$ cat src/rtl/gpio_bank_pkg.sv
package gpio_bank_pkg;
    localparam int REG_AW = 6;

    localparam logic [REG_AW-1:0] OFS_IMASK  = 6'h00;
    localparam logic [REG_AW-1:0] OFS_DIR    = 6'h04;
    localparam logic [REG_AW-1:0] OFS_DRV    = 6'h08;
    localparam logic [REG_AW-1:0] OFS_TTYPE  = 6'h0C;
    localparam logic [REG_AW-1:0] OFS_EPOL   = 6'h10;
    localparam logic [REG_AW-1:0] OFS_LPOL   = 6'h14;
    localparam logic [REG_AW-1:0] OFS_SMASK  = 6'h18;
    localparam logic [REG_AW-1:0] OFS_SDRV   = 6'h1C;
    localparam logic [REG_AW-1:0] OFS_FDRV   = 6'h20;
    localparam logic [REG_AW-1:0] OFS_ISTAT  = 6'h24;
    localparam logic [REG_AW-1:0] OFS_ALTSEL = 6'h28;
    localparam logic [REG_AW-1:0] OFS_SCFG   = 6'h2C;
    localparam logic [REG_AW-1:0] OFS_PINS   = 6'h30;

    typedef enum logic [1:0] {
        MODE_NORMAL = 2'd0,
        MODE_SLEEP  = 2'd1,
        MODE_FAULT  = 2'd2
    } mode_t;
endpackage

$ cat src/rtl/gpio_sync.sv
module gpio_sync #(
    parameter int          W       = 16,
    parameter logic [W-1:0] RST_VAL = '1
) (
    input  logic         clk,
    input  logic         rst_n,
    input  logic [W-1:0] d,
    output logic [W-1:0] cur,
    output logic [W-1:0] prev
);
    logic [W-1:0] meta;

    always_ff @(posedge clk or negedge rst_n) begin
        if (!rst_n) begin
            meta <= RST_VAL;
            cur  <= RST_VAL;
            prev <= RST_VAL;
        end else begin
            meta <= d;
            cur  <= meta;
            prev <= cur;
        end
    end
endmodule

$ cat src/rtl/gpio_event_detect.sv
module gpio_event_detect #(
    parameter int W = 16
) (
    input  logic [W-1:0] cur,
    input  logic [W-1:0] prev,
    input  logic [W-1:0] trig_edge,
    input  logic [W-1:0] edge_rise,
    input  logic [W-1:0] lvl_high,
    output logic [W-1:0] evt
);
    for (genvar i = 0; i < W; i++) begin : g_pin
        logic rise_seen;
        logic fall_seen;
        assign rise_seen = cur[i] & ~prev[i];
        assign fall_seen = ~cur[i] & prev[i];
        always_comb begin
            if (trig_edge[i]) evt[i] = edge_rise[i] ? rise_seen : fall_seen;
            else              evt[i] = lvl_high[i] ? cur[i] : ~cur[i];
        end
    end
endmodule

$ cat src/rtl/gpio_mode_fsm.sv
module gpio_mode_fsm
    import gpio_bank_pkg::*;
(
    input  logic  clk,
    input  logic  rst_n,
    input  logic  sleep_req,
    input  logic  batt_fault,
    output mode_t mode
);
    mode_t state_q;
    mode_t state_d;

    always_ff @(posedge clk or negedge rst_n) begin
        if (!rst_n) state_q <= MODE_NORMAL;
        else        state_q <= state_d;
    end

    always_comb begin
        state_d = state_q;
        unique case (state_q)
            MODE_NORMAL: begin
                if (batt_fault)     state_d = MODE_FAULT;
                else if (sleep_req) state_d = MODE_SLEEP;
            end
            MODE_SLEEP: begin
                if (batt_fault)      state_d = MODE_FAULT;
                else if (!sleep_req) state_d = MODE_NORMAL;
            end
            MODE_FAULT: begin
                if (!batt_fault)    state_d = sleep_req ? MODE_SLEEP : MODE_NORMAL;
            end
            default: state_d = MODE_NORMAL;
        endcase
    end

    assign mode = state_q;
endmodule

$ cat src/rtl/gpio_irq_bank.sv
module gpio_irq_bank
    import gpio_bank_pkg::*;
#(
    parameter int NUM_PINS = 16
) (
    input  logic                clk,
    input  logic                rst_n,
    input  logic                reg_wr,
    input  logic [REG_AW-1:0]   reg_addr,
    input  logic [NUM_PINS-1:0] reg_wdata,
    output logic [NUM_PINS-1:0] reg_rdata,
    input  logic [NUM_PINS-1:0] pad_in,
    input  logic [NUM_PINS-1:0] alt_in,
    input  logic                sleep_req,
    input  logic                batt_fault,
    output logic [NUM_PINS-1:0] pad_out,
    output logic [NUM_PINS-1:0] pad_oe,
    output logic                irq
);
    localparam logic [NUM_PINS-1:0] SYNC_IDLE = '1;

    logic [NUM_PINS-1:0] imask_q, dir_q, drv_q, ttype_q, epol_q, lpol_q;
    logic [NUM_PINS-1:0] smask_q, sdrv_q, fdrv_q, istat_q, altsel_q, scfg_q;
    logic [NUM_PINS-1:0] pin_cur, pin_prev, evt, clr_bits, eff_mask, sel_val;
    mode_t               mode;

    gpio_sync #(.W(NUM_PINS), .RST_VAL(SYNC_IDLE)) u_sync (
        .clk(clk), .rst_n(rst_n), .d(pad_in), .cur(pin_cur), .prev(pin_prev)
    );

    gpio_event_detect #(.W(NUM_PINS)) u_detect (
        .cur(pin_cur), .prev(pin_prev), .trig_edge(ttype_q),
        .edge_rise(epol_q), .lvl_high(lpol_q), .evt(evt)
    );

    gpio_mode_fsm u_mode (
        .clk(clk), .rst_n(rst_n), .sleep_req(sleep_req),
        .batt_fault(batt_fault), .mode(mode)
    );

    // Configuration registers
    always_ff @(posedge clk or negedge rst_n) begin
        if (!rst_n) begin
            imask_q  <= '0; dir_q   <= '0; drv_q    <= '0; ttype_q <= '0;
            epol_q   <= '0; lpol_q  <= '0; smask_q  <= '0; sdrv_q  <= '0;
            fdrv_q   <= '0; altsel_q <= '0; scfg_q  <= '0;
        end else if (reg_wr) begin
            case (reg_addr)
                OFS_IMASK:  imask_q  <= reg_wdata;
                OFS_DIR:    dir_q    <= reg_wdata;
                OFS_DRV:    drv_q    <= reg_wdata;
                OFS_TTYPE:  ttype_q  <= reg_wdata;
                OFS_EPOL:   epol_q   <= reg_wdata;
                OFS_LPOL:   lpol_q   <= reg_wdata;
                OFS_SMASK:  smask_q  <= reg_wdata;
                OFS_SDRV:   sdrv_q   <= reg_wdata;
                OFS_FDRV:   fdrv_q   <= reg_wdata;
                OFS_ALTSEL: altsel_q <= reg_wdata;
                OFS_SCFG:   scfg_q   <= reg_wdata;
                default: ;
            endcase
        end
    end

    // Sticky status: a clear in the same cycle beats a new event
    assign clr_bits = (reg_wr && reg_addr == OFS_ISTAT) ? reg_wdata : '0;

    always_ff @(posedge clk or negedge rst_n) begin
        if (!rst_n) istat_q <= '0;
        else        istat_q <= (istat_q | evt) & ~clr_bits;
    end

    always_comb begin
        case (reg_addr)
            OFS_IMASK:  reg_rdata = imask_q;
            OFS_DIR:    reg_rdata = dir_q;
            OFS_DRV:    reg_rdata = drv_q;
            OFS_TTYPE:  reg_rdata = ttype_q;
            OFS_EPOL:   reg_rdata = epol_q;
            OFS_LPOL:   reg_rdata = lpol_q;
            OFS_SMASK:  reg_rdata = smask_q;
            OFS_SDRV:   reg_rdata = sdrv_q;
            OFS_FDRV:   reg_rdata = fdrv_q;
            OFS_ISTAT:  reg_rdata = istat_q;
            OFS_ALTSEL: reg_rdata = altsel_q;
            OFS_SCFG:   reg_rdata = scfg_q;
            OFS_PINS:   reg_rdata = pin_cur;
            default:    reg_rdata = '0;
        endcase
    end

    // Output selection driven by the mode state
    always_comb begin
        unique case (mode)
            MODE_NORMAL: begin
                sel_val  = (altsel_q & alt_in) | (~altsel_q & drv_q);
                eff_mask = imask_q;
            end
            MODE_SLEEP: begin
                sel_val  = sdrv_q;
                eff_mask = smask_q;
            end
            MODE_FAULT: begin
                sel_val  = fdrv_q;
                eff_mask = imask_q;
            end
            default: begin
                sel_val  = '0;
                eff_mask = '1;
            end
        endcase
    end

    assign pad_out = sel_val & dir_q;
    assign pad_oe  = dir_q;
    assign irq     = |(istat_q & ~eff_mask);
endmodule

$ cat config.mk
export PLATFORM = sky130hd
export DESIGN_NAME = gpio_irq_bank
export DESIGN_NICKNAME = d
export VERILOG_FILES = /design/src/rtl/gpio_bank_pkg.sv /design/src/rtl/gpio_sync.sv /design/src/rtl/gpio_event_detect.sv /design/src/rtl/gpio_mode_fsm.sv /design/src/rtl/gpio_irq_bank.sv
export SDC_FILE = /design/constraint.sdc
export NUM_CORES = 1
export LEC_CHECK = 0
export BUFFER_PORTS_ARGS = -buffer_cell sky130_fd_sc_hd__buf_2
export CORE_ASPECT_RATIO = 0.75
export CORE_MARGIN = 3
export CORE_UTILIZATION = 60
export CTS_CLUSTER_SIZE = 14
export DETAILED_ROUTE_END_ITERATION = 10
export GPL_TIMING_DRIVEN = 0
export PLACE_DENSITY = 0.83
export SYNTH_ARGS = -nofsm -noshare
export SYNTH_HDL_FRONTEND = slang
export SYNTH_SLANG_ARGS = --single-unit
export TNS_END_PERCENT = 10
$ cat constraint.sdc
create_clock -name clk -period 6.6 [get_ports clk]
set_input_delay 1.32 -clock clk [delete_from_list [all_inputs] [get_ports clk]]
set_output_delay 1.32 -clock clk [all_outputs]
set_load 0.01 [all_outputs]
==> summary.md, run 1 <==
| Metric | Value |
|---|---|
| Placer Congestion | 1.01 |
| Die Area | about 21000 um^2 |
| CTS tree | yes |
| Pins Over Slew Limit | 0 |
| Max H-tree Level | 1 |
| Peak supply drop | between 0.0002 and 0.0003 V |
| Power Density | ~280 nW/um^2 |
| Yosys warning count | 0 |
| Drt via density | 6.80 |
| Total Routed Length | roughly 37 mm |
| Post-Syn Area | 11600 um^2 |
| Ys async rst share | 100% |
| Total track usage | around 34% |
| Yosys cell types | 52 |
| # rows | 43 |
| Final setup fails | 0 |
| Postcts setup bufs | 0 |
| Clock Skew | 0.00631 ns |
| Startpoint types | input pin |
| HP Class | reg2reg |
| Detailed Route Iter0 Violations | ~1500 |
| I/O pins | approximately 110 |
| Clk Latency, worst-skew pair | 0.52 ns |
| Period minus WS final | roughly 5.3 ns |
| CTS sink count | between 200 and 250 |
| CP Class | in2out |
| Number of synthesized flops with an enable pin | 0 |
| Post-route DRC | 0 |
| Clock Path Buffers | 3 |
| Utilization after layout | a little under three quarters |
| Fin cells | about 1400 |
| Nets@finish | roughly 1200 |
| CTS root buf | clkbuf_16 |
| Design area | about 13000 um^2 |
| Gates resized, CTS repair | 0 |
| Sequential share of the synthesized area | 52.8% |
| Fmax | about 190 MHz |
| Placed cell area | 12500 um^2 |
| Main flop type after synthesis | dfrtp_1 |
| Inst Count DP | approximately 1300 |
| FF+latch count, synth | between 200 and 250 |
| Origin of the worst min-delay path | u_sync.meta[3]$_DFF_PN1_ |
| Status | complete, no violations |
| Mean post-synth cell area | roughly 12 um^2 |
| Share of layout cells above drive strength 1 | 36.8% |
| WHS | roughly 0.35 ns |
| Clk slew on worst S/H paths | roughly 0.060 ns |
| Fill cell count | 1300 |
| GRT overflow | 0 |
| Relative slew slack | between 10% and 20% |
| Initial Util | a little over 60% |
| Initial antenna violation count | 3 |
| Vias in the first global route | approximately 9000 |
| Width of the die | around 170 um |
| Max-Cap Viols | 0 |
| Buffers on Ports | 106 |
| Cells after Synth | 970 |
| Final Power | between 0.003 and 0.004 W |
| Fin. Hold Viols | 0 |
| # hold bufs at CTS | 0 |
| Critical path origin | reg_addr[4] |
| Final worst-path cycle share | about four fifths |
| WP data required | roughly 5.3 ns |
| Routed len/inst | between 20 and 30 um |
| Post-synthesis net count | between 1000 and 1500 |
| Critical path arrival | 3.94 ns |
| CP endpoint kind | output port |
| CP max FO | 10 |
| Routed Antenna Nets | 0 |
| Via count | 9320 |
| Worst R2R Start | u_mode.mode[1]$_DFFE_PN0P_ |
| Core area | 18700 um^2 |
| LEAKAGE | between 6 and 7 nW |
| Die height | about 130 um |
| DPL Wire Length | approximately 24 mm |
| Worst Max-Slew Pin Slew | 1.20 ns |
| DRT Pass-1 Iters | 6 |
| First-pass GRT wire length | 54.6 mm |
| Unrepaired setup endpoints after global routing | no |
| P&R area growth vs syn | 15.4% |
| Total CTS buffers | 25 |
| Largest net degree at the start of global routing | ~120 |
## cells in the final DEF (no fill, tap or decap), types with 25 or more instances in the layout
cell type	count
clkbuf_16	25
mux2_2	162
nand3_1	32
inv_1	31
clkbuf_1	38
nand2_1	40
mux2i_1	48
buf_2	124
dfrtp_1	194
nor2_1	37
dfstp_2	48
o21ai_0	52
a21oi_1	42
## critical path, stage by stage
cell and delay (ns):
buf_2 0.15, buf_2 0.34, and4_1 0.23, clkbuf_1 0.54
clkbuf_1 0.77, a22oi_1 0.20, o211ai_1 0.20, buf_2 0.18
## logic make-up (layout without fill, tap and decap cells)
logic type	after synthesis	count (layout)	share of synthesized area, %
other	0	2	0
AND/OR/NAND/NOR	196	196	9.10
buffers and inverters	93	245	3.41
flip-flops	242	242	52.8
multiplexers	238	238	23.5
AO/OA/AOI/OAI	201	201	11.2
## routing by layer
| metal | global-route usage, % | wire [um] | up-vias | share of wire (%) |
|---|---|---|---|---|
| li1 | - | - | 3830 | - |
| met1 | 49.0 | 14400 | 4577 | 39 |
| met2 | 50.4 | 15400 | 754 | 42 |
| met3 | 9.84 | 5250 | 157 | 14 |
| met4 | 11.3 | 1470 | 2 | 4.0 |
| met5 | 0 | 7 | - | 0.019 |
## power breakdown
part           total (W)  internal, W  switching [W]  leakage [nW]
Sequential       0.00180      0.00166       0.000147          3.01
Combinational   0.000500     0.000245       0.000255          2.76
Clock            0.00150     0.000907       0.000591         0.434
Total            0.00380      0.00281       0.000993          6.20
## flip-flops by register name (all words and copies together), names as in the netlist
register     flops
ttype_q         16
u_sync.cur      16
lpol_q          16
sdrv_q          16
smask_q         16
imask_q         16
scfg_q          16
fdrv_q          16
altsel_q        16
u_sync.meta     16
u_mode.mode      2
epol_q          16
istat_q         16
drv_q           16
pad_oe          16
u_sync.prev     16
## area by class of cell
| type | count | area [um^2] | area share, % |
|---|---|---|---|
| clock buffer | 33 | 706 | 5.28 |
| inverter | 31 | 116 | 0.871 |
| antenna | 2 | 5.00 | 0.0374 |
| multi-input combinational | 635 | 5080 | 38.0 |
| sequential | 242 | 6120 | 45.8 |
| tap | 247 | 309 | 2.31 |
| timing repair buffer | 108 | 596 | 4.46 |
| buffer | 62 | 279 | 2.09 |
| clock inverter | 11 | 161 | 1.21 |
## stage by stage
| step | setup slack, ns | setup TNS [ns] |
|---|---|---|
| floorplan | 2.56 | 0 |
| global placement | -0.0176 | -1.16 |
| detailed placement | 1.53 | 0 |
| CTS | 1.53 | 0 |
| global route | 1.40 | 0 |
| finish | 1.34 | 0 |
## cells in the mapped netlist, types with 3 or more instances
master	count	area (um^2)
dfrtp_1	194	4850
o22ai_1	17	106
nand4_1	6	37.5
a2bb2oi_1	18	158
mux2_1	12	135
inv_1	31	116
nor3_1	9	45.0
nand2_1	40	150
buf_1	4	15.0
a222oi_1	6	60.1
and2_1	18	113
nand3_1	32	160
a211oi_1	3	22.5
mux2_2	162	1820
clkbuf_1	35	131
dfstp_2	48	1260
nand2_2	3	18.8
nor3b_1	3	22.5
nor2_1	37	139
a31oi_1	18	113
nor2_4	3	33.8
or3_1	3	18.8
a32oi_1	3	26.3
a221oi_1	9	78.8
mux4_2	6	135
mux2_4	10	150
nor2b_1	6	37.5
a21oi_1	42	210
buf_2	19	95.1
o21ai_0	52	260
nand2b_1	22	138
mux2i_1	48	480
o211ai_1	4	30.0
a22oi_1	22	165
## worst paths after layout
check	to	slack (ns)	cells past startpoint
worst max-delay path	reg_rdata[2]	1.34	8
worst min-delay path	u_sync.cur[3]$_DFF_PN1_	0.35	0
worst max register to register	u_mode.mode[1]$_DFFE_PN0P_	4.66	3
worst min register to register	u_sync.cur[3]$_DFF_PN1_	0.35	0
max in group asynchronous	scfg_q[6]$_DFFE_PN0P_	4.61	3
min in group asynchronous	ttype_q[2]$_DFFE_PN0P_	0.69	1
Note: power is estimated with default switching activity, not from simulation.
==> inputs of run 2 (changes only) <==
Settings changed: ABC_AREA set to 1, CORE_UTILIZATION 60 to 54, PLACE_DENSITY 0.83 to 0.79.
Clock period 6.6 ns to 4.7 ns, I/O delays scaled along.
==> summary.md, run 2 <==
| Metric | Value |
|---|---|
| Status | complete, no violations (unchanged) |
| DRT Pass-1 Iters | 6 (unchanged) |
| Fin cells | 1922 (was 1371) |
| HP Class | in2async (was reg2reg) |
| Yosys warning count | 0 (unchanged) |
| Max-Cap Viols | 0 (unchanged) |
| Startpoint types | input pin (unchanged) |
| Placer Congestion | 1.02 (was 1.01) |
| Fmax | ~260 MHz |
| Most common cell in the synthesized netlist | nand2_1 (was dfrtp_1) |
| LEAKAGE | 6.31 nW (was 6.20 nW) |
| CTS tree | yes (unchanged) |
| Internal power | 0.00362 W (was 0.00281 W) |
| Inst Count DP | 1880 (was 1325) |
| Clock Skew | 0.00777 ns (was 0.00631 ns) |
| Max H-tree Level | 1 (unchanged) |
| Place WS | 1.04 ns (was 1.53 ns) |
| ANT cells | 0 (was 2) |
| First-pass GRT wire length | 58.4 mm (was 54.6 mm) |
| Share of layout cells above drive strength 1 | 17.6% (was 36.8%) |
| P&R area growth vs syn | 14.7% (was 15.4%) |
| Sw power | 0.00145 W (was 0.000993 W) |
| Commonest non-fill, non-tap cell in the layout | nand2_1 (was dfrtp_1) |
| Clk Latency, worst-skew pair | 0.52 ns (about the same) |
| Vias in the first global route | 10300 (was 9085) |
| Total CTS buffers | 24 (was 25) |
| DPL Wire Length | 27.9 mm (was 24.3 mm) |
| Critical path arrival | 2.86 ns (was 3.94 ns) |
| Post-synth top area share | 41.7% (was 41.9%) |
| FF+latch count, synth | 242 (unchanged) |
| Relative slew slack | 48.8% (was 19.1%) |
| # rows | 45 (was 43) |
| Switching share of power | 28.6% (was 26.1%) |
| Total track usage | 32.4% (was 34.0%) |
| Peak supply drop | 0.000255 V (was 0.000276 V) |
| Seq pwr share | 50.3% (was 47.4%) |
| Sequential share of the synthesized area | 52.6% (was 52.8%) |
| CTS root buf | clkbuf_16 (unchanged) |
| Initial antenna violation count | 0 (was 3) |
| Fill cell count | 1768 (was 1300) |
| Initial Util | 56.3% (was 61.9%) |
| Detailed Route Iter0 Violations | 1758 (was 1505) |
| Routed len/inst | 19.9 um (was 26.7 um) |
| Unrepaired setup endpoints after global routing | no (unchanged) |
| WHS | 0.322 ns (was 0.353 ns) |
| Clock power share | 37.1% (was 39.4%) |
| CTS sink count | 242 (unchanged) |
| Ranking of synthesized cells by area | dfrtp_1 (42%), nand2_1 (13%), dfstp_2 (11%), o21ai_0 (8.3%), nand3_1 (5.9%) (was dfrtp_1 (42%), mux2_2 (16%), dfstp_2 (11%), mux2i_1 (4.1%), o21ai_0 (2.2%)) |
| Gate power share | 12.6% (was 13.2%) |
| Number of synthesized flops with an enable pin | 0 (unchanged) |
| Period minus WS final | around 3.8 ns |
| CP max FO | 10 (unchanged) |
| Main flop type after synthesis | dfrtp_1 (unchanged) |
| Die height | 133 um (was 126 um) |
| Fin. Hold Viols | 0 (unchanged) |
| Clk slew on worst S/H paths | 0.06 ns (about the same) |
| Post-Syn Area | 11600 um^2 (about the same) |
| Yosys cell types | 25 (was 52) |
| Power Density | 379 nW/um^2 (was 284 nW/um^2) |
| Ys async rst share | 100% (unchanged) |
| Leading cell types by count after synthesis | nand2_1 (399), dfrtp_1 (194), o21ai_0 (192) (was dfrtp_1 (194), mux2_2 (162), o21ai_0 (52)) |
| Cells after Synth | 1489 (was 970) |
| Placed cell area | 12600 um^2 (was 12500 um^2) |
| Drt via density | 5.82 (was 6.80) |
| Total Routed Length | 38.3 mm (was 36.5 mm) |
| Clock Path Buffers | 3 (unchanged) |
| Largest net degree at the start of global routing | 107 (was 116) |
| Final worst-path cycle share | 80.8% |
| Width of the die | 175 um (was 166 um) |
| Synth area leader | dfrtp_1 (unchanged) |
| Most frequent cells in the layout | nand2_1 (399), dfrtp_1 (194), o21ai_0 (192) (was dfrtp_1 (194), mux2_2 (162), buf_2 (124)) |
| Gates resized, CTS repair | 0 (unchanged) |
| Pins Over Slew Limit | 0 (unchanged) |
| Buffers on Ports | 107 (was 106) |
| Post-synthesis net count | 1548 (was 1029) |
| Final setup fails | 0 (unchanged) |
| Post-route DRC | 0 (unchanged) |
| Design area | 13300 um^2 (was 13400 um^2) |
| I/O pins | 108 (unchanged) |
| Routed Antenna Nets | 0 (unchanged) |
| GRT overflow | 0 (unchanged) |
| Postcts setup bufs | 0 (unchanged) |
| Fin worst setup slack | 0.905 ns (was 1.34 ns) |
| Nets@finish | 1683 (was 1164) |
| Via count | 11200 (was 9320) |
| WP data required | 3.76 ns (was 5.28 ns) |
| CP Class | in2out (unchanged) |
| Final Power | 0.00506 W (was 0.00380 W) |
| CP endpoint kind | output port (unchanged) |
| Core area | 20700 um^2 (was 18700 um^2) |
| Worst Max-Slew Pin Slew | 0.768 ns (was 1.20 ns) |
| # hold bufs at CTS | 0 (unchanged) |
| Die Area | 23400 um^2 (was 21000 um^2) |
| Mean post-synth cell area | 7.81 um^2 (was 11.9 um^2) |
-- run 2: worst max-delay path, stage by stage --
cell	delay, ns
buf_2	0.09
nor2_2	0.06
buf_4	0.17
nand3b_1	0.36
clkbuf_1	0.63
nor2_1	0.11
nor2_1	0.20
nand3_1	0.13
buf_2	0.16
-- run 2: cell type report --
type                       instances  area (um^2)  area share (%)
inverter                         138          518            3.88
buffer                            79          353            2.64
sequential                       242         6120            45.8
clock buffer                      34          719            5.39
tap                              282          353            2.64
clock inverter                     8         42.5           0.319
timing repair buffer             109          601            4.50
multi-input combinational       1030         4650            34.8
-- run 2: power by group through the flow --
stage                     registers [W]  logic (W)  clock network (W)
after global routing            0.00257   0.000722            0.00198
after detailed placement        0.00256   0.000622                  0
after CTS                       0.00253   0.000628            0.00189
after floorplan                 0.00249   0.000393                  0
after global placement          0.00255   0.000593                  0
final                           0.00255   0.000637            0.00188
-- run 2: through the flow --
| stage | utilization [%] | TNS (ns) |
|---|---|---|
| 3_5_place_dp | 60.9 | 0 |
| 6_report | 64.6 | 0 |
| 4_1_cts | 64.6 | 0 |
| 3_3_place_gp | 60.6 | -293.92 |
| 2_1_floorplan | - | 0 |
| 5_1_grt | 64.6 | 0 |
-- run 2: final timing paths --
path	start	endpoint	slack, ns	cells after the start
hold reg to reg	u_sync.meta[8]$_DFF_PN1_	u_sync.cur[8]$_DFF_PN1_	0.35	0
hold / removal	rst_n	smask_q[1]$_DFFE_PN0P_	0.32	1
max in group asynchronous	rst_n	u_sync.prev[8]$_DFF_PN1_	3.53	2
setup / recovery	reg_addr[1]	reg_rdata[7]	0.90	9
min in group clk	u_sync.meta[8]$_DFF_PN1_	u_sync.cur[8]$_DFF_PN1_	0.35	0
setup reg to reg	u_mode.mode[1]$_DFFE_PN0P_	u_mode.mode[0]$_DFFE_PN0P_	2.99	5
-- run 2: metal layers --
metal  track usage [%]  share of wire, %  vias up
met4              7.78               2.4        2
met3              10.1                15       80
met2              45.7                41      806
met5              2.08              0.17        -
li1                  -                 -     5071
met1              48.7                41     5236
-- run 2: kinds of logic (layout without fill, tap and decap cells) --
logic type / Yosys count / after routing / synth area share [%]
and+or+nand+nor: 697 / 697 / 25.6
AOI/OAI and AO/OA: 333 / 333 / 14.4
DFF: 242 / 242 / 52.6
buffers and inverters: 217 / 368 / 7.49
==> inputs of run 3 (changes only) <==
Clock period 4.7 ns to 3.1 ns, I/O delays scaled along.
==> summary.md, run 3 (synthesized netlist as in run 2, its figures left out) <==
| Metric | Value |
|---|---|
| WHS | 0.00152 ns (was 0.322 ns) |
| Worst Max-Slew Pin Slew | 0.787 ns (was 0.768 ns) |
| Buf/Inv on CP | 4 (unchanged) |
| CTS sink count | 242 (unchanged) |
| CTS tree | yes (unchanged) |
| Final worst-path cycle share | a little over nine tenths |
| Total CTS buffers | 24 (unchanged) |
| Gates resized, CTS repair | 0 (unchanged) |
| Startpoint types | input pin (unchanged) |
| Worst R2R End | u_mode.mode[0]$_DFFE_PN0P_ (unchanged) |
| Clock Path Buffers | 3 (unchanged) |
| Status | complete, no violations (unchanged) |
| CP max FO | 10 (unchanged) |
| DPL Wire Length | 27.9 mm (unchanged) |
| Die height | 133 um (unchanged) |
| Total Routed Length | 38.3 mm (about the same) |
| Fin worst setup slack | 0.0525 ns (was 0.905 ns) |
| Worst R2R Start | u_mode.mode[1]$_DFFE_PN0P_ (unchanged) |
| Fin cells | 1922 (unchanged) |
| Width of the die | 175 um (unchanged) |
| Reg2reg path depth | 5 (unchanged) |
| Total track usage | 32.4% (unchanged) |
| Final setup fails | 0 (unchanged) |
| Most frequent cells in the layout | nand2_1 (398), dfrtp_1 (194), o21ai_0 (192) (was nand2_1 (399), dfrtp_1 (194), o21ai_0 (192)) |
| GRT overflow | 0 (unchanged) |
| Metal3 WL | 5.85 mm (was 5.83 mm) |
| Die Area | 23400 um^2 (unchanged) |
| Critical path arrival | 2.43 ns (was 2.86 ns) |
| Via count | 11200 (about the same) |
| Post-route DRC | 0 (unchanged) |
| Placer Congestion | 1.02 (unchanged) |
| Fin. Hold Viols | 0 (unchanged) |
| First-pass GRT wire length | 58.4 mm (unchanged) |
| P&R area growth vs syn | 14.9% (was 14.7%) |
| # hold bufs at CTS | 0 (unchanged) |
| Inst Count DP | 1880 (unchanged) |
| CTS root buf | clkbuf_16 (unchanged) |
| I/O pins | 108 (unchanged) |
| Clk Latency, worst-skew pair | 0.52 ns (about the same) |
| HP Class | in2async (unchanged) |
| Slowest cell on crit path | clkbuf_2 (was clkbuf_1) |
| Max H-tree Level | 1 (unchanged) |
| Initial Util | 56.3% (unchanged) |
| Relative slew slack | 47.6% (was 48.8%) |
| # rows | 45 (unchanged) |
| Final Power | 0.00769 W (was 0.00506 W) |
| M1 WL | 15.6 mm (about the same) |
| Sw power | 0.00220 W (was 0.00145 W) |
| Unrepaired setup endpoints after global routing | yes (was no) |
| LEAKAGE | 6.32 nW (was 6.31 nW) |
| Drt via density | 5.82 (about the same) |
| Setup crit end | reg_rdata[12] (was reg_rdata[7]) |
| DR top layer | met5 (unchanged) |
| Nets@finish | 1683 (unchanged) |
| Period minus WS final | about 3 ns |
| Setup slack, reg-to-reg | 1.76 ns (was 2.99 ns) |
| Crit path largest cell delay | 0.39 ns (was 0.63 ns) |
| WP data required | 2.48 ns (was 3.76 ns) |
| Clock Skew | 0.00775 ns (was 0.00777 ns) |
| Critical path's top delay family | simple AND/OR/NAND/NOR gates (was buffers and inverters) |
| Accumulated negative setup slack | 0 ns (unchanged) |
| Vias in the first global route | 10300 (unchanged) |
| Metal2 WL | 15.8 mm (was 15.9 mm) |
| Routed Antenna Nets | 0 (unchanged) |
| Place WS | 0.0823 ns (was 1.04 ns) |
| Clock power share | 37.2% (was 37.1%) |
| Initial antenna violation count | 0 (unchanged) |
| CP Class | in2out (unchanged) |
| Critical path origin | reg_addr[1] (unchanged) |
| Detailed Route Iter0 Violations | 1781 (was 1758) |
| Cell depth of the worst setup path | 9 (unchanged) |
| CP endpoint kind | output port (unchanged) |
| Switching share of power | 28.7% (was 28.6%) |
| Routed len/inst | 19.9 um (about the same) |
| Fmax | 328 MHz |
| Postcts setup bufs | 0 (unchanged) |
| Internal power | 0.00548 W (was 0.00362 W) |
| CP cell instances | buf_2, nor2_2, buf_4, nand3b_1, clkbuf_2, nor2_1, nor2_1, nand3_1, buf_2 (was buf_2, nor2_2, buf_4, nand3b_1, clkbuf_1, nor2_1, nor2_1, nand3_1, buf_2) |
| ANT cells | 0 (unchanged) |
| Buffers on Ports | 107 (unchanged) |
| Seq pwr share | 50.2% (was 50.3%) |
| Pins Over Slew Limit | 0 (unchanged) |
| Power Density | 575 nW/um^2 (was 379 nW/um^2) |
| DRT Pass-1 Iters | 6 (unchanged) |
| Share of layout cells above drive strength 1 | 18.0% (was 17.6%) |
| Max-Cap Viols | 0 (unchanged) |
| Core area | 20700 um^2 (unchanged) |
| Peak supply drop | 0.000390 V (was 0.000255 V) |
| Commonest non-fill, non-tap cell in the layout | nand2_1 (unchanged) |
| Largest net degree at the start of global routing | 107 (unchanged) |
| Gate power share | 12.6% (about the same) |
| Clk slew on worst S/H paths | 0.06 ns (about the same) |
run 3: changes by cell type in the layout (fill, tap and decap cells not counted):
cell and delta:
nand2_2 +1, nor2_2 +2, nand2_1 -1, nor2_1 -2, clkbuf_1 -4, clkbuf_2 +4
run 3: metrics by stage:
step	utilization (%)	cell area (um^2)
after floorplan	-	11600
after global placement	60.6	12500
after detailed placement	60.9	12600
after CTS	64.6	13300
after global routing	64.7	13400
final	64.7	13400
run 3: worst min path at each step:
stage | from | to | slack, ns | cells after the start
2_1_floorplan | rst_n | altsel_q[0]$_DFFE_PN0P_ | 0.32 | 0
3_5_place_dp | u_sync.meta[11]$_DFF_PN1_ | u_sync.cur[11]$_DFF_PN1_ | 0.35 | 0
3_3_place_gp | u_sync.meta[10]$_DFF_PN1_ | u_sync.cur[10]$_DFF_PN1_ | 0.35 | 0
5_1_grt | rst_n | istat_q[0]$_DFF_PN0_ | 0.02 | 1
4_1_cts | rst_n | lpol_q[1]$_DFFE_PN0P_ | 0.003 | 1
6_report | rst_n | smask_q[1]$_DFFE_PN0P_ | 0.002 | 1
run 3: per-layer routing:
metal / global-route usage, % / vias to the layer above
met1: 48.7 / 5188
met2: 45.7 / 828
met4: 7.78 / 2
met3: 10.1 / 97
met5: 2.08 / -
li1: - / 5069
run 3: area by class of cell:
class / count / area, um^2
multi-input cells: 1030 / 4650
flip-flops and latches: 242 / 6120
repair buffers: 109 / 601
clock inverters: 8 / 42.5
well taps: 282 / 353
plain buffers: 79 / 358
inverters: 138 / 518
fillers: 1769 / 7300
clock buffers: 34 / 719
run 3: power by group through the flow:
stage | combinational (W) | clock, W | sequential (W)
4_1_cts | 0.000952 | 0.00286 | 0.00383
5_1_grt | 0.00110 | 0.00301 | 0.00389
3_5_place_dp | 0.000943 | 0 | 0.00388
6_report | 0.000967 | 0.00286 | 0.00386
2_1_floorplan | 0.000596 | 0 | 0.00377
3_3_place_gp | 0.000898 | 0 | 0.00387
